`src/rtl/sdram_seq_pkg.sv`:
```
package sdram_seq_pkg;

    typedef enum logic [2:0] {
        CMD_NOP = 3'd0,
        CMD_ACT = 3'd1,
        CMD_RD  = 3'd2,
        CMD_WR  = 3'd3,
        CMD_PRE = 3'd4,
        CMD_REF = 3'd5
    } seq_cmd_e;

    typedef enum logic [1:0] {
        ST_OFF      = 2'd0,
        ST_RUN      = 2'd1,
        ST_REF_WAIT = 2'd2
    } seq_state_e;

endpackage

```
`src/rtl/seq_gap_timer.sv`:
```
// Down counter: loaded with an encoded gap when a command is decided,
// reports zero once the next dependent command may be decided.
module seq_gap_timer #(
    parameter int W = 2
) (
    input  logic         clk,
    input  logic         rst_n,
    input  logic         load,
    input  logic [W-1:0] value,
    output logic         zero
);
    logic [W-1:0] cnt_q;

    always_ff @(posedge clk) begin
        if (!rst_n) begin
            cnt_q <= '0;
        end else if (load) begin
            cnt_q <= value;
        end else if (cnt_q != '0) begin
            cnt_q <= cnt_q - 1'b1;
        end
    end

    assign zero = (cnt_q == '0);
endmodule

```
`src/rtl/seq_refresh_timer.sv`:
```
module seq_refresh_timer #(
    parameter int W = 16
) (
    input  logic         clk,
    input  logic         rst_n,
    input  logic         run,
    input  logic         reload,
    input  logic [W-1:0] interval,
    output logic         pending
);
    logic [W-1:0] cnt_q;
    logic         pend_q;

    always_ff @(posedge clk) begin
        if (!rst_n) begin
            cnt_q  <= '0;
            pend_q <= 1'b0;
        end else if (!run || reload) begin
            cnt_q  <= interval - 1'b1;
            pend_q <= 1'b0;
        end else begin
            if (cnt_q != '0) cnt_q <= cnt_q - 1'b1;
            if (cnt_q == W'(1)) pend_q <= 1'b1;
        end
    end

    assign pending = pend_q;

    // once raised, demand stays until a refresh is issued or disabled
    p_pend_hold_r9: assert property (@(posedge clk) disable iff (!rst_n)
        (pend_q && run && !reload) |=> pend_q);
endmodule

```
`src/rtl/seq_row_tracker.sv`:
```
module seq_row_tracker #(
    parameter int BANKS = 4,
    parameter int ROW_W = 12,
    localparam int BANK_W = $clog2(BANKS)
) (
    input  logic                         clk,
    input  logic                         rst_n,
    input  logic                         act,
    input  logic [BANK_W-1:0]            act_bank,
    input  logic [ROW_W-1:0]             act_row,
    input  logic                         pre_one,
    input  logic                         pre_all,
    input  logic [BANK_W-1:0]            pre_bank,
    output logic [BANKS-1:0]             open,
    output logic [BANKS-1:0][ROW_W-1:0]  row,
    output logic                         any_open
);
    for (genvar b = 0; b < BANKS; b++) begin : g_bank
        always_ff @(posedge clk) begin
            if (!rst_n) begin
                open[b] <= 1'b0;
                row[b]  <= '0;
            end else if (pre_all || (pre_one && pre_bank == BANK_W'(b))) begin
                open[b] <= 1'b0;
            end else if (act && act_bank == BANK_W'(b)) begin
                open[b] <= 1'b1;
                row[b]  <= act_row;
            end
        end
    end

    assign any_open = |open;

    // an ACTIVATE is only decided for a bank that is closed
    p_act_closed_r7: assert property (@(posedge clk) disable iff (!rst_n)
        act |-> !open[act_bank]);
    // a single-bank PRECHARGE only targets an open bank
    p_pre_open_r6: assert property (@(posedge clk) disable iff (!rst_n)
        pre_one |-> open[pre_bank]);
endmodule

```
`src/rtl/seq_rd_pipe.sv`:
```
module seq_rd_pipe #(
    parameter int FLD_W = 2,
    localparam int DEPTH = 2 ** FLD_W
) (
    input  logic             clk,
    input  logic             rst_n,
    input  logic             rd_issued,
    input  logic [FLD_W-1:0] cas,
    output logic             rd_valid
);
    logic [DEPTH-1:0] pipe_q;

    always_ff @(posedge clk) begin
        if (!rst_n) pipe_q <= '0;
        else        pipe_q <= {pipe_q[DEPTH-2:0], rd_issued};
    end

    assign rd_valid = pipe_q[cas];
endmodule

```
`src/rtl/sdram_cmd_seq.sv`:
```
module sdram_cmd_seq
    import sdram_seq_pkg::*;
#(
    parameter int BANKS  = 4,
    parameter int ROW_W  = 12,
    parameter int COL_W  = 10,
    parameter int FLD_W  = 2,
    parameter int REFI_W = 16,
    localparam int BANK_W = $clog2(BANKS),
    localparam int AP_BIT = 10
) (
    input  logic              clk,
    input  logic              rst_n,
    input  logic              cfg_enable,
    input  logic [FLD_W-1:0]  cfg_cas_lat,
    input  logic [FLD_W-1:0]  cfg_pre_to_act,
    input  logic [FLD_W-1:0]  cfg_rw_to_pre,
    input  logic [FLD_W-1:0]  cfg_act_to_rw,
    input  logic [REFI_W-1:0] cfg_ref_interval,
    input  logic              req_valid,
    output logic              req_ready,
    input  logic              req_write,
    input  logic [BANK_W-1:0] req_bank,
    input  logic [ROW_W-1:0]  req_row,
    input  logic [COL_W-1:0]  req_col,
    output logic [2:0]        sd_cmd,
    output logic [ROW_W-1:0]  sd_addr,
    output logic [BANK_W-1:0] sd_bank,
    output logic              rd_data_valid
);
    seq_state_e state_q, state_d;
    seq_cmd_e   cmd_q, cmd_d;
    logic [ROW_W-1:0]  addr_q, addr_d;
    logic [BANK_W-1:0] bank_q, bank_d;

    logic ldf_zero, ctp_zero, pta_zero, ref_pend;
    logic [BANKS-1:0]            trk_open;
    logic [BANKS-1:0][ROW_W-1:0] trk_row;
    logic any_open, row_hit;
    logic is_act, is_rw, is_pre, is_ref, pre_all, pre_one;

    assign row_hit = trk_open[req_bank] && (trk_row[req_bank] == req_row);

    // ---------------- decision logic ----------------
    always_comb begin
        state_d   = state_q;
        cmd_d     = CMD_NOP;
        addr_d    = '0;
        bank_d    = '0;
        req_ready = 1'b0;
        unique case (state_q)
            ST_OFF: begin
                if (cfg_enable) state_d = ST_RUN;
            end
            ST_RUN: begin
                if (!cfg_enable) begin
                    state_d = ST_OFF;
                end else if (ref_pend) begin
                    if (any_open) begin
                        if (ctp_zero) begin
                            cmd_d          = CMD_PRE;
                            addr_d[AP_BIT] = 1'b1;
                            state_d        = ST_REF_WAIT;
                        end
                    end else if (pta_zero) begin
                        cmd_d = CMD_REF;
                    end
                end else if (req_valid) begin
                    bank_d = req_bank;
                    if (row_hit) begin
                        if (ldf_zero) begin
                            cmd_d              = req_write ? CMD_WR : CMD_RD;
                            addr_d[COL_W-1:0]  = req_col;
                            req_ready          = 1'b1;
                        end
                    end else if (trk_open[req_bank]) begin
                        if (ctp_zero) cmd_d = CMD_PRE;
                    end else if (pta_zero) begin
                        cmd_d  = CMD_ACT;
                        addr_d = req_row;
                    end
                end
            end
            ST_REF_WAIT: begin
                if (!cfg_enable) begin
                    state_d = ST_OFF;
                end else if (pta_zero) begin
                    cmd_d   = CMD_REF;
                    state_d = ST_RUN;
                end
            end
            default: state_d = ST_OFF;
        endcase
    end

    // ---------------- state and output registers ----------------
    always_ff @(posedge clk) begin
        if (!rst_n) begin
            state_q <= ST_OFF;
            cmd_q   <= CMD_NOP;
            addr_q  <= '0;
            bank_q  <= '0;
        end else begin
            state_q <= state_d;
            cmd_q   <= cmd_d;
            addr_q  <= addr_d;
            bank_q  <= bank_d;
        end
    end

    assign sd_cmd  = cmd_q;
    assign sd_addr = addr_q;
    assign sd_bank = bank_q;

    assign is_act  = (cmd_d == CMD_ACT);
    assign is_rw   = (cmd_d == CMD_RD) || (cmd_d == CMD_WR);
    assign is_pre  = (cmd_d == CMD_PRE);
    assign is_ref  = (cmd_d == CMD_REF);
    assign pre_all = is_pre && addr_d[AP_BIT];
    assign pre_one = is_pre && !addr_d[AP_BIT];

    // ---------------- sub-blocks ----------------
    seq_gap_timer #(.W(FLD_W)) u_ldf (
        .clk(clk), .rst_n(rst_n), .load(is_act),
        .value(cfg_act_to_rw), .zero(ldf_zero));

    seq_gap_timer #(.W(FLD_W)) u_ctp (
        .clk(clk), .rst_n(rst_n), .load(is_rw),
        .value(cfg_rw_to_pre), .zero(ctp_zero));

    seq_gap_timer #(.W(FLD_W)) u_pta (
        .clk(clk), .rst_n(rst_n), .load(is_pre || is_ref),
        .value(cfg_pre_to_act), .zero(pta_zero));

    seq_refresh_timer #(.W(REFI_W)) u_refi (
        .clk(clk), .rst_n(rst_n), .run(cfg_enable), .reload(is_ref),
        .interval(cfg_ref_interval), .pending(ref_pend));

    seq_row_tracker #(.BANKS(BANKS), .ROW_W(ROW_W)) u_trk (
        .clk(clk), .rst_n(rst_n),
        .act(is_act), .act_bank(bank_d), .act_row(addr_d),
        .pre_one(pre_one), .pre_all(pre_all), .pre_bank(bank_d),
        .open(trk_open), .row(trk_row), .any_open(any_open));

    seq_rd_pipe #(.FLD_W(FLD_W)) u_rdv (
        .clk(clk), .rst_n(rst_n), .rd_issued(cmd_q == CMD_RD),
        .cas(cfg_cas_lat), .rd_valid(rd_data_valid));

    // ---------------- assertions ----------------
    p_off_nop_r1: assert property (@(posedge clk) disable iff (!rst_n)
        !cfg_enable |=> (cmd_q == CMD_NOP));
    p_ready_run_r5: assert property (@(posedge clk) disable iff (!rst_n)
        req_ready |-> (state_q == ST_RUN && cfg_enable && req_valid));
    p_rw_gap_r2: assert property (@(posedge clk) disable iff (!rst_n)
        (cmd_q inside {CMD_RD, CMD_WR}) |-> $past(ldf_zero));
    p_pre_gap_r3: assert property (@(posedge clk) disable iff (!rst_n)
        (cmd_q == CMD_PRE) |-> $past(ctp_zero));
    p_act_gap_r4: assert property (@(posedge clk) disable iff (!rst_n)
        (cmd_q inside {CMD_ACT, CMD_REF}) |-> $past(pta_zero));
    p_ref_closed_r10: assert property (@(posedge clk) disable iff (!rst_n)
        (cmd_q == CMD_REF) |-> !any_open);
endmodule

```
`config.mk`:
```
export PLATFORM = sky130hd
export DESIGN_NAME = sdram_cmd_seq
export DESIGN_NICKNAME = d
export VERILOG_FILES = /design/src/rtl/sdram_seq_pkg.sv /design/src/rtl/seq_gap_timer.sv /design/src/rtl/seq_refresh_timer.sv /design/src/rtl/seq_row_tracker.sv /design/src/rtl/seq_rd_pipe.sv /design/src/rtl/sdram_cmd_seq.sv
export SDC_FILE = /design/constraint.sdc
export NUM_CORES = 1
export LEC_CHECK = 0
export BUFFER_PORTS_ARGS = -buffer_cell sky130_fd_sc_hd__buf_2
export CAP_MARGIN = 20
export CORE_MARGIN = 2
export CORE_UTILIZATION = 50
export DETAILED_ROUTE_END_ITERATION = 7
export PLACE_DENSITY_LB_ADDON = 0.25
export SKIP_CTS_REPAIR_TIMING = 1
export SYNTH_ARGS = -nofsm -noshare
export SYNTH_HDL_FRONTEND = slang
export SYNTH_SLANG_ARGS = --single-unit
```
`constraint.sdc`:
```
create_clock -name clk -period 3.6 [get_ports clk]
set_input_delay 0.36 -clock clk [delete_from_list [all_inputs] [get_ports clk]]
set_output_delay 0.36 -clock clk [all_outputs]
set_load 0.1 [all_outputs]
```
==> results of run 1 <==
==> where the power goes <==
part	switching, mW	internal, mW	leakage [nW]
clock	0.395	0.481	0.119
sequential	0.0373	1.13	0.794
combinational	0.286	0.203	1.30
total	0.718	1.82	2.21
==> routing by layer <==
| layer | global-route usage, % | vias up | wire (um) |
|---|---|---|---|
| met4 | 5.985 | 0 | 123 |
| met1 | 29.81 | 1939 | 5302 |
| met2 | 36.19 | 107 | 5379 |
| li1 | - | 2071 | - |
| met3 | 3.461 | 10 | 522 |
| met5 | 0 | - | 0 |
==> per-stage QoR <==
step / utilization, % / power, mW
floorplan: - / 1.561
global placement: 56.31 / 1.662
detailed placement: 56.31 / 1.683
CTS: 58.90 / 2.542
global route: 58.90 / 2.656
finish: 58.90 / 2.537
==> cell type report <==
| class | count | area, sq um |
|---|---|---|
| tap | 133 | 166.4 |
| timing repair buffer | 86 | 520.5 |
| clock buffer | 10 | 137.6 |
| sequential | 98 | 1962 |
| clock inverter | 6 | 113.9 |
| inverter | 17 | 63.81 |
| multi-input combinational | 390 | 2766 |
| fill | 871 | 3999 |
==> layout by cell type, fill, tap and decap left out, types with 8 or more instances in the layout <==
cell type  instances
nor2_1            67
dfxtp_1           98
o21ai_0            8
nor3_1            19
mux2i_1           23
inv_1             15
nand3_1           15
nor4_1             9
xor2_1            16
and2_1             8
buf_4             12
xnor2_1           24
and3_1            13
o31ai_1           10
ha_1              10
nand2_1           29
buf_2             70
a22oi_1           10
clkbuf_8          10
a21oi_1           24
a211oi_1          34
==> state kept, by name, indices dropped and copies added, names as in the netlist <==
name	flops
sd_bank	2
u_refi.pending	1
u_trk.row	48
u_trk.open	4
u_pta.cnt_q	2
sd_addr	12
u_refi.cnt_q	16
u_rdv.pipe_q	4
sd_cmd	3
state_q	2
u_ctp.cnt_q	2
u_ldf.cnt_q	2
==> final timing paths <==
path,slack [ps],startpoint,end
hold reg to reg,420,sd_cmd[2],u_rdv.pipe_q[0]
setup / recovery,370,req_bank[1],req_ready
setup reg to reg,840,u_refi.cnt_q[3],u_refi.cnt_q[7]
hold / removal,210,cfg_rw_to_pre[1],u_ctp.cnt_q[1]
==> worst reg2reg max path, cell delays in order, from the launching register on <==
cell and delay, ps:
dfxtp_1 350, nor4_1 350, nor2b_1 310, nand3_1 160, or3_1 390, or3_1 430
nand2_1 390, a211oi_2 60, a31o_2 220
==> logic make-up (layout without fill, tap and decap cells) <==
family / after synthesis / after routing / share of synthesized area (%)
simple gates: 196 / 196 / 20.24
buf+inv: 53 / 119 / 5.155
mux: 33 / 33 / 9.153
xor+xnor: 41 / 41 / 7.367
flops: 98 / 98 / 39.43
compound gates: 110 / 110 / 16.14
fa+ha+maj: 10 / 10 / 2.514
==> flow_summary.yaml, run 1 <==
status:
  outcome: "completed"
setup_path:
  critPathCaptureType: "primary output"
  critPathMaxStageDelay_ps: 540
  cpMostUsedCell: "buf_4"
  crit_path_max_fanout: 16
  worstSetupPathType: "input pin to primary output"
  critPathBufInv: 5
  required_ps: 3240
  critPathSlowestCell: "mux4_2"
  setup.worst_path.start_class: "input pin"
  crit_family: "buffers and inverters"
  reg2regPathDepth: 8
  crit_cells: 9
  cp.arrival_ps: 2870
  path_cells: "buf_2, buf_4, mux4_2, xnor2_1, and3_1, inv_2, a2111oi_4, buf_4, buf_12"
placed_design:
  hpwl_um: 8023
  dp_cells: 724
  dpl_cell_area_sq_um: 5479
  place_ws_ps: 242.6
  numPortBuffers: 71
  place.gp.congestion: 0.8064
yosys:
  async_flop_share_pct: 0
  synth-main-ff-cell: "dfxtp_1"
  syn_inst: 541
  synthTopCellsByArea: "dfxtp_1 39%, a211oi_1 5.1%, nor2_1 5.1%, mux2i_1 4.6%, xnor2_1 4.2%"
  yosysTopAreaCellShare_pct: 39.43
  synthTopCellsByCount: "98 x dfxtp_1, 67 x nor2_1, 34 x a211oi_1"
  syn_avg_cell_area_sq_um: 9.198
  ys_seq_area_share_pct: 39.43
  synth_most_common_cell: "dfxtp_1"
  syn_nets: 604
  yosysWarnings: 0
  synth_enable_flop_cells: 0
  synth_cell_type_count: 62
  yosys_register_bits: 98
  synth_top_cell_by_area: "dfxtp_1"
  syn_area_sq_um: 4976
route:
  vias: 4127
  drt_iter0_markers: 157
  routed_via_density: 5.577
  wire_per_inst_um: 15.31
  drt_pass1_iterations: 4
  drt-total-wl_um: 11330
  drc_errors: 0
  ant_nets: 0
clocking:
  clock_sinks: 98
  clkLatencyLatePin_ps: 380
  h-tree-depth: 3
  clockRootBuffer: "clkbuf_8"
  clk_pin_slew_ps: 90
  cts_buffers: 9
  cts_tree: "yes"
  cts_buffer_depth: 2
pwr:
  p_leak_nw: 2.211
  vdd_ir_drop_max_mv: 0.1932
  p_per_area_nw_per_um2: 442.7
timing:
  fin_crit_ps: 3231
  relSlewSlack_pct: 47.35
  fmax_ghz: 0.3095
  rsz0062_at_grt: "no"
  worst_slew_pin_slew_ps: 788.6
  setup_viol: 0
  period_share_pct: 89.75
  hold_slack_ps: 213.1
  finClkSkew_ps: 9.614
  setup_ws_ps: 369.1
  setup_tns_ps: 0
  hold_viol: 0
  report.final.slew_viol_count: 0
die:
  dieArea_sq_um: 10770
  die_x_um: 103.8
  start_util_pct: 51.14
  pin_count: 72
  std_cell_rows: 36
  die_h_um: 103.8
  core_sq_um: 9729
layout:
  final_cells: 740
  area_delta_synth_final_pct: 15.16
  stdcell_area_sq_um: 5731
  drive_gt1_share_pct: 21.25
  antennaDiodeCount: 0
  nNetsFinal: 665
grt:
  grt_pass1_vias: 3974
  antenna_found_initial: 0
  gr-usage-all-layers_pct: 21.85
  grt_first_pass_wirelength_um: 19310
  grt_max_degree: 44
  gr-total-overflow: 0
job:
  maxCapViolations: 0
worst_hold_path:
  min_path_type: "input pin to flip-flop"
  worstHoldPathCells: 3
No activity file was read; power rests on OpenSTA's default activity.
==> run 2, diff against run 1 <==
CORE_ASPECT_RATIO = 1.2   (was default)
==> run 2 against run 1 <==
Effect of this change:
- utilization is 0.71 points higher
- first-iteration DRC count is 10% lower
- highest routed layer unchanged
- combinational power hardly changed
- clock power is 8.8% higher
- design area stayed put
- setup slack better by 44 ps
- critical path depth stayed put
- non-clock buffer count is 2 lower
- critical endpoint unchanged
- global-route usage hardly changed
- fmax is 1.4% higher
==> flow_summary.yaml, run 2 (synthesis results as in run 1) <==
pwr:
  vdd_ir_drop_max_mv: 0.2378
  p_per_area_nw_per_um2: 456.3
  p_leak_nw: 2.226
setup_path:
  critPathCaptureType: "primary output"
  cp.arrival_ps: 2830
  worstSetupPathType: "input pin to primary output"
  required_ps: 3240
  setup.worst_path.start_class: "input pin"
  crit_path_max_fanout: 13
die:
  die_x_um: 95.07
  dieArea_sq_um: 10770
  start_util_pct: 51.76
  core_sq_um: 9613
  pin_count: 72
  die_h_um: 113.3
  std_cell_rows: 39
clocking:
  clock_sinks: 98
  clk_pin_slew_ps: 70
  cts_buffers: 9
  clkLatencyLatePin_ps: 340
  h-tree-depth: 3
  clockRootBuffer: "clkbuf_16"
  cts_tree: "yes"
  cts_buffer_depth: 2
layout:
  largest_register: "u_trk.row"
  postLayoutCoreUtil_pct: 59.61
  nNetsFinal: 663
  drive_gt1_share_pct: 20.83
  final_cell_mix: "98 x dfxtp_1, 70 x buf_2, 67 x nor2_1"
  mostFrequentLayoutCell: "dfxtp_1"
  antennaDiodeCount: 0
  largest_reg_flops: 48
  area_delta_synth_final_pct: 15.16
grt:
  gr-usage-all-layers_pct: 21.89
  gr-total-overflow: 0
  grt_pass1_vias: 3901
  grt_first_pass_wirelength_um: 18720
  grt_max_degree: 41
  antenna_found_initial: 0
timing:
  worst_slew_pin_slew_ps: 756.7
  hold_viol: 0
  setup_tns_ps: 0
  hold_slack_ps: 259.4
  report.final.slew_viol_count: 0
  fmax_ghz: 0.3137
  period_share_pct: 88.54
  rsz0062_at_grt: "no"
  finClkSkew_ps: 7.386
  relSlewSlack_pct: 49.48
  fin_crit_ps: 3187
  setup_viol: 0
job:
  maxCapViolations: 0
route:
  drt-total-wl_um: 11300
  ant_nets: 0
  drt_pass1_iterations: 4
  drt_iter0_markers: 141
  routed_via_density: 5.665
  drc_errors: 0
  wire_per_inst_um: 15.52
  vias: 4124
placed_design:
  numPortBuffers: 71
  hpwl_um: 7943
  place.gp.congestion: 0.8417
status:
  outcome: "completed"
worst_hold_path:
  min_path_type: "input pin to flip-flop"
## run 2: cell types whose count changed in the layout (fill, tap and decap cells not counted), moves of 2 or more
cell,before,now
clkbuf_16,0,9
clkinvlp_4,2,0
buf_12,4,2
bufinv_16,3,1
clkinv_2,0,3
clkbuf_8,10,1
## run 2: final timing paths
kind,endpoint,start,depth (start not counted),slack [ps]
worst max-delay path,req_ready,req_bank[1],9,410
worst min register to register,u_rdv.pipe_q[0],sd_cmd[2],1,410
worst max register to register,u_refi.cnt_q[7],u_refi.cnt_q[3],8,830
worst min-delay path,u_ldf.cnt_q[1],cfg_act_to_rw[1],3,260
## run 2: final cells by class
cell class,instances,area [sq um]
Sequential cell,98,1962
Multi-Input combinational cell,390,2766
Timing Repair Buffer,84,488.0
Tap cell,123,153.9
Clock inverter,5,53.80
Clock buffer,11,242.7
Fill cell,848,3882
Inverter,17,63.81
## run 2: power breakdown
| group | switching [mW] | leakage (nW) | internal, mW | total, mW |
|---|---|---|---|---|
| combinational | 0.285 | 1.28 | 0.204 | 0.489 |
| sequential | 0.0369 | 0.794 | 1.14 | 1.17 |
| clock | 0.398 | 0.149 | 0.555 | 0.953 |
| total | 0.720 | 2.23 | 1.89 | 2.61 |
## run 2: stage by stage
stage	instance area [sq um]	power (mW)	setup slack, ps	instances
final	5731	2.615	412.7	728
after global routing	5731	2.734	264.2	728
after CTS	5715	2.630	390.0	727
after detailed placement	5419	1.683	286.9	711
after global placement	5419	1.665	316.0	711
after floorplan	4976	1.561	503.4	541
## run 2: routing by layer
metal,share of wire [%],wire (um),track usage [%],vias to the layer above
li1,-,-,-,2066
met3,4.4,493,3.395,11
met2,48,5428,35.59,92
met4,1.2,137,6.860,0
met1,46,5237,29.73,1955
met5,0,0,0,-
## run 2: critical path, stage by stage
cell       delay (ps)
buf_2             350
buf_4             260
mux2i_1           110
a22oi_1           190
o221ai_1          130
or4_4             450
a2111oi_4         490
buf_4             280
buf_12            190
